### src/rtl/xsig_pkg.sv
package xsig_pkg;
    localparam int XS_DW       = 16;
    localparam int XS_NFLAG    = 4;
    localparam int XS_NMON     = 4;
    localparam int XS_FLAG_LSB = 8;
    localparam int XS_MON_LSB  = 12;
    localparam int XS_CLR_LSB  = 0;
    localparam logic [7:0] XS_ID_VAL = 8'd10;

    typedef enum logic [1:0] {
        LW_ID  = 2'd0,
        LW_SIG = 2'd1,
        LW_CLR = 2'd2,
        LW_RSV = 2'd3
    } loc_word_e;
endpackage

### src/rtl/xsig_flag_bank.sv
module xsig_flag_bank #(
    parameter int NFLAG = 4,
    parameter int NMON  = 4
) (
    input  logic             clk,
    input  logic             rst_n,
    input  logic [NFLAG-1:0] set_mask,
    input  logic [NFLAG-1:0] clr_mask,
    input  logic [NMON-1:0]  mon_in,
    output logic [NFLAG-1:0] flag_o,
    output logic [NMON-1:0]  mon_o
);
    typedef struct packed {
        logic [NFLAG-1:0] flag;
        logic [NMON-1:0]  mon;
    } bank_t;

    bank_t st_d, st_q;

    always_comb begin
        st_d = st_q;
        for (int i = 0; i < NFLAG; i++) begin
            // a set in the same cycle as a clear wins
            st_d.flag[i] = set_mask[i] | (st_q.flag[i] & ~clr_mask[i]);
        end
        st_d.mon = mon_in;
    end

    always_ff @(posedge clk or negedge rst_n) begin
        if (!rst_n) begin
            st_q.flag <= '0;
            st_q.mon  <= '1;
        end else begin
            st_q <= st_d;
        end
    end

    for (genvar g = 0; g < NFLAG; g++) begin : g_flag_out
        assign flag_o[g] = st_q.flag[g];
    end
    assign mon_o = st_q.mon;
endmodule

### src/rtl/xsig_rmt_port.sv
module xsig_rmt_port import xsig_pkg::*; #(
    parameter int DW    = 16,
    parameter int NFLAG = 4,
    parameter int NMON  = 4
) (
    input  logic              wr,
    input  logic              addr,
    input  logic [DW/8-1:0]   be,
    input  logic [DW-1:0]     wdata,
    input  logic [NFLAG-1:0]  flags,
    input  logic [NMON-1:0]   mon,
    output logic [NFLAG-1:0]  set_mask,
    output logic [DW-1:0]     rdata
);
    localparam int FLAG_LANE = XS_FLAG_LSB / 8;

    logic sig_hit;
    logic unused_rmt;

    assign sig_hit    = wr & addr & be[FLAG_LANE];
    assign set_mask   = sig_hit ? wdata[XS_FLAG_LSB +: NFLAG] : '0;
    assign unused_rmt = ^{wdata, be};

    always_comb begin
        rdata = '0;
        if (addr) begin
            rdata[XS_FLAG_LSB +: NFLAG] = flags;
            rdata[XS_MON_LSB +: NMON]   = mon;
        end else begin
            rdata[7:0] = XS_ID_VAL;
        end
    end
endmodule

### src/rtl/xsig_loc_port.sv
module xsig_loc_port import xsig_pkg::*; #(
    parameter int DW    = 16,
    parameter int NFLAG = 4,
    parameter int NMON  = 4
) (
    input  logic              wr,
    input  logic [1:0]        addr,
    input  logic [DW/8-1:0]   be,
    input  logic [DW-1:0]     wdata,
    input  logic [NFLAG-1:0]  flags,
    input  logic [NMON-1:0]   mon,
    output logic [NFLAG-1:0]  clr_mask,
    output logic [DW-1:0]     rdata
);
    localparam int FLAG_LANE = XS_FLAG_LSB / 8;
    localparam int CLR_LANE  = XS_CLR_LSB / 8;

    loc_word_e        word;
    logic [NFLAG-1:0] sig_clr;
    logic [NFLAG-1:0] reg_clr;
    logic             unused_loc;

    assign word = loc_word_e'(addr);

    always_comb begin
        sig_clr = '0;
        reg_clr = '0;
        if (wr && word == LW_SIG && be[FLAG_LANE])
            sig_clr = wdata[XS_FLAG_LSB +: NFLAG];
        if (wr && word == LW_CLR && be[CLR_LANE])
            reg_clr = wdata[XS_CLR_LSB +: NFLAG];
    end

    assign clr_mask   = sig_clr | reg_clr;
    assign unused_loc = ^{wdata, be};

    always_comb begin
        rdata = '0;
        case (word)
            LW_ID:   rdata[7:0] = XS_ID_VAL;
            LW_SIG: begin
                rdata[XS_FLAG_LSB +: NFLAG] = flags;
                rdata[XS_MON_LSB +: NMON]   = mon;
            end
            default: rdata = '0;
        endcase
    end
endmodule

### src/rtl/xbus_sig_regs.sv
module xbus_sig_regs import xsig_pkg::*; #(
    parameter int DW    = XS_DW,
    parameter int NFLAG = XS_NFLAG,
    parameter int NMON  = XS_NMON
) (
    input  logic              clk,
    input  logic              rst_n,
    input  logic              rmt_wr,
    input  logic              rmt_addr,
    input  logic [DW/8-1:0]   rmt_be,
    input  logic [DW-1:0]     rmt_wdata,
    output logic [DW-1:0]     rmt_rdata,
    input  logic              loc_wr,
    input  logic [1:0]        loc_addr,
    input  logic [DW/8-1:0]   loc_be,
    input  logic [DW-1:0]     loc_wdata,
    output logic [DW-1:0]     loc_rdata,
    input  logic [NMON-1:0]   mon_stat,
    output logic [NFLAG-1:0]  irq_flag,
    output logic              irq_any
);
    logic [NFLAG-1:0] set_mask;
    logic [NFLAG-1:0] clr_mask;
    logic [NFLAG-1:0] flags;
    logic [NMON-1:0]  mon;

    xsig_rmt_port #(.DW(DW), .NFLAG(NFLAG), .NMON(NMON)) u_rmt (
        .wr(rmt_wr), .addr(rmt_addr), .be(rmt_be), .wdata(rmt_wdata),
        .flags(flags), .mon(mon), .set_mask(set_mask), .rdata(rmt_rdata)
    );

    xsig_loc_port #(.DW(DW), .NFLAG(NFLAG), .NMON(NMON)) u_loc (
        .wr(loc_wr), .addr(loc_addr), .be(loc_be), .wdata(loc_wdata),
        .flags(flags), .mon(mon), .clr_mask(clr_mask), .rdata(loc_rdata)
    );

    xsig_flag_bank #(.NFLAG(NFLAG), .NMON(NMON)) u_bank (
        .clk(clk), .rst_n(rst_n), .set_mask(set_mask), .clr_mask(clr_mask),
        .mon_in(mon_stat), .flag_o(flags), .mon_o(mon)
    );

    assign irq_flag = flags;
    assign irq_any  = |flags;
endmodule

### config.mk
export PLATFORM = sky130hd
export DESIGN_NAME = xbus_sig_regs
export DESIGN_NICKNAME = d
export VERILOG_FILES = /design/src/rtl/xsig_pkg.sv /design/src/rtl/xsig_flag_bank.sv /design/src/rtl/xsig_rmt_port.sv /design/src/rtl/xsig_loc_port.sv /design/src/rtl/xbus_sig_regs.sv
export SDC_FILE = /design/constraint.sdc
export NUM_CORES = 1
export LEC_CHECK = 0
export BUFFER_PORTS_ARGS = -buffer_cell sky130_fd_sc_hd__buf_2
export CAP_MARGIN = 20
export CORE_ASPECT_RATIO = 0.7
export CORE_UTILIZATION = 28
export CTS_CLUSTER_DIAMETER = 120
export CTS_CLUSTER_SIZE = 12
export DETAILED_ROUTE_END_ITERATION = 12
export GPL_TIMING_DRIVEN = 0
export HOLD_SLACK_MARGIN = 0.12
export PLACE_DENSITY = 0.79
export SETUP_SLACK_MARGIN = 0.5
export SYNTH_ARGS = -nofsm -noshare
export SYNTH_HDL_FRONTEND = slang
export SYNTH_SLANG_ARGS = --single-unit
export TNS_END_PERCENT = 50
### constraint.sdc
create_clock -name clk -period 1.2 [get_ports clk]
set_input_delay 0.18 -clock clk [delete_from_list [all_inputs] [get_ports clk]]
set_output_delay 0.18 -clock clk [all_outputs]
set_load 0.02 [all_outputs]
* Word-level counts from Yosys, hierarchy flattened
Cells that the tools add are included.
Storage, ports and cells: output and inout port bits 37, register bits after elaboration 8, input bits 47, logic and storage cells 32
Operators by class: equal/unequal tests 2, bitwise operators 15, mux-type cells 7, reductions and logical operators 6
Operators with widths (number):
- 4-bit two-way mux | 5
- 8-bit two-way mux | 2
- 1-bit bitwise AND | 6
- 1-bit logical AND | 4
- 1-bit NOT | 4
- 1-bit bitwise OR | 4
- 4-bit bitwise OR | 1
- 4-bit OR reduction | 1
- 2-bit by 1-bit equality test with 1-bit output, second input constant | 1
- 2-bit equality test, second input constant | 1
- 2-bit zero test | 1

* Logic depth before layout (Yosys ltp)
depth after elaboration 8, depth in mapped cells 3, depth with buffers taken out 3

* Modules after synthesis
From an unflattened synthesis, not the netlist that was laid out.
Second synthesis, totals: cell total of the unflattened synthesis 63, area total of the unflattened synthesis 613.1 µm²
By module, submodules not included:
- xsig_flag_bank | area an instance 250.2 µm², sequential area each 205.2 µm², instances 1, cells each 16
- xsig_loc_port | area an instance 188.9 µm², sequential area each 0.0 µm², instances 1, cells each 24
- xsig_rmt_port | area an instance 166.4 µm², sequential area each 0.0 µm², instances 1, cells each 22
- xbus_sig_regs | area an instance 7.5 µm², sequential area each 0.0 µm², instances 1, cells each 1

* Least setup slack after synthesis
Ideal clock, no wire load.
path kind register -> output, start point register u_bank.st_q, in the netlist u_bank.flag_o[2], end point output irq_any, path slack -0.091 ns, buffers on the path 0, stages on the path, launching flop included 2, data required time 1.020 ns, data arrival time 1.111 ns, cell sequence dfrtp_1 -> or4_1
Between the ends: cells in the longest elaborated chain, start to end 1
Ends and longest elaborated chain:
- start: declaration | RTL line xsig_flag_bank.sv:18 | bank_t st_d, st_q;
- start signal: assignment | RTL line xsig_flag_bank.sv:34 | st_q <= st_d;
- 4-bit OR reduction | RTL line xbus_sig_regs.sv:43 | assign irq_any = |flags;
- end: declaration | RTL line xbus_sig_regs.sv:20 | output logic irq_any
Every way passes these cells.

* Worst setup path after layout
Ends and elaborated chain as after synthesis.

==> flow_summary.json <==
{
  "dpl_cell_area_sq_um": 886,
  "dieArea_sq_um": 2080,
  "synth_warnings": 0,
  "dr.pass1.iters": 3,
  "post_route_cells_drive_above_1_share_pct": 81.1,
  "required_ps": 1020,
  "wl_per_cell_microns": 12.2,
  "htree_levels": 1,
  "outcome": "complete, but fails checks",
  "start_kind": "flop",
  "die_h_microns": 38.5,
  "clock_path_buffers": 2,
  "chipWidth_microns": 54.1,
  "yosysSeqAreaShare_pct": 38.6,
  "syn_area_sq_um": 532,
  "p_leak_uw": 0.000632,
  "hold_viol_final": 0,
  "row_count": 12,
  "core_area_sq_um": 1680,
  "slew_viol_final": 0,
  "via_per_inst": 4.22,
  "hpwl_microns": 1300,
  "final_cell_mix": "25 x buf_2, 24 x buf_6, 17 x buf_4, 14 x and2_4, 12 x conb_1",
  "path_class": "reg2out",
  "hp-class": "in2reg",
  "violations": "negative setup slack",
  "grt_pass1_wl_microns": 2770,
  "synth_area_leader_cell": "buf_4",
  "root_buffer": "clkbuf_4",
  "numCtsBuffers": 3,
  "netlist_instances": 54,
  "final_area_sq_um": 1180,
  "clkTransAtPathRegs_ps": 50,
  "grt_max_degree": 11,
  "netlist.area_leader.share_pct": 19.8,
  "finish.utilization_pct": 70.4,
  "drt_iter0_drc": 5,
  "insertion_delay_ps": 240,
  "power_density_nw_per_um2": 972,
  "initial_core_util_pct": 31.6,
  "synth.avg_cell_area_sq_um": 9.85,
  "finClkSkew_ps": 0,
  "antenna_left": 0,
  "period_share_pct": 125,
  "rsz0062_at_grt": "true",
  "antenna_cells": 0,
  "crit_path_end_kind": "primary output",
  "setup_viol": 8,
  "layout_setup_ws_ps": -305,
  "synthTopCellsByArea": "buf_4 20%, dfstp_2 20%, and2_1 19%",
  "grt_use_total_pct": 19.6,
  "min_period_ps": 1510,
  "nets": 176,
  "area_growth_pct": 123,
  "portBuffers": 50,
  "synth-seq-cells": 8,
  "vias": 624,
  "first_global_vias": 584,
  "worstPathArrival_ps": 1330,
  "clock-sinks": 8,
  "drt-total-wl_microns": 1810,
  "globalplace.congestion": 0.692,
  "hold_ws_ps": 146,
  "max_cap_violations": 0,
  "antenna_found_initial": 0,
  "drc": 0,
  "layout_commonest_cell": "buf_2",
  "vdd_drop_max_v": 0.000736,
  "design_power_total_uw": 1150,
  "grt_overflow": 0,
  "ios": 84,
  "pre_cts_ws_ps": -79.8,
  "fmax_ghz": 0.664,
  "critPathMaxFanout": 2,
  "cts_tree": "done",
  "synth_cell_types": 13
}
[final timing paths]
path | from | end | slack, ps | cells after the start
worst max register to register | u_bank.flag_o[0] | u_bank.flag_o[0] | 340 | 2
worst min register to register | u_bank.flag_o[3] | u_bank.flag_o[3] | 590 | 1
max in group asynchronous | rst_n | u_bank.mon_o[3] | 660 | 2
worst max-delay path | u_bank.flag_o[2] | irq_any | -310 | 2
worst min-delay path | rmt_wdata[11] | u_bank.flag_o[3] | 150 | 2
min in group asynchronous | rst_n | u_bank.flag_o[2] | 300 | 2
[layout make-up]
cell class,instances,area [sq um]
Buffer,14,109
Timing Repair Buffer,59,494
Inverter,1,3.75
Multi-Input combinational cell,42,318
Fill cell,119,498
Sequential cell,8,210
Clock buffer,3,22.5
Tap cell,21,26.3
[registers in the layout (all words and copies together) (netlist names)]
| register | flops |
|---|---|
| u_bank.flag_o | 4 |
| u_bank.mon_o | 4 |
[power by group]
part | switching (uW) | leakage (uW) | internal (uW) | total [uW]
clock | 84.2 | 0.0000138 | 114 | 198
combinational | 263 | 0.000533 | 329 | 592
sequential | 42.3 | 0.0000849 | 318 | 360
total | 390 | 0.000632 | 761 | 1150
[critical path: stages, from the launching register on]
cell and delay, ps:
dfrtp_2 400, or4_4 530, buf_6 140
[cells by family after synthesis]
logic type | synth area share (%)
and+or+nand+nor | 28.0
buffers and inverters | 20.5
AOI/OAI and AO/OA | 12.2
DFF | 38.6
other | 0.705
[layer usage]
layer  global-route usage (%)  wire (microns)  vias up
li1                         -               -      303
met1                     21.9             687      289
met2                     35.8             992       30
met3                     7.54             122        2
met4                     3.21              10        0
met5                        0               0        -
[cells in the mapped netlist (all sizes together)]
master / instances
a22o: 4
a22oi: 4
and2: 16
and2b: 1
and3: 1
and4b: 2
buf: 14
conb: 1
dfrtp: 4
dfstp: 4
inv: 1
nor2: 1
or4: 1
[through the flow]
step           TNS [ps]  instances
3_5_place_dp      -79.8        136
3_3_place_gp      -79.7        136
2_1_floorplan     -11.5         65
4_1_cts            -646        146
5_1_grt            -998        148
6_report           -518        148
[repair_timing]
| item | 4_1_cts | 5_1_grt |
|---|---|---|
| pin swaps | 6 | 5 |
| hold buffers | 5 | 0 |
| buffers inserted | 2 | 2 |
| setup endpoints to repair | 29 | 29 |
| hold endpoints to repair | 12 | 0 |
| gates resized for setup | 58 | 5 |
Power figures use the tool's default switching activity.
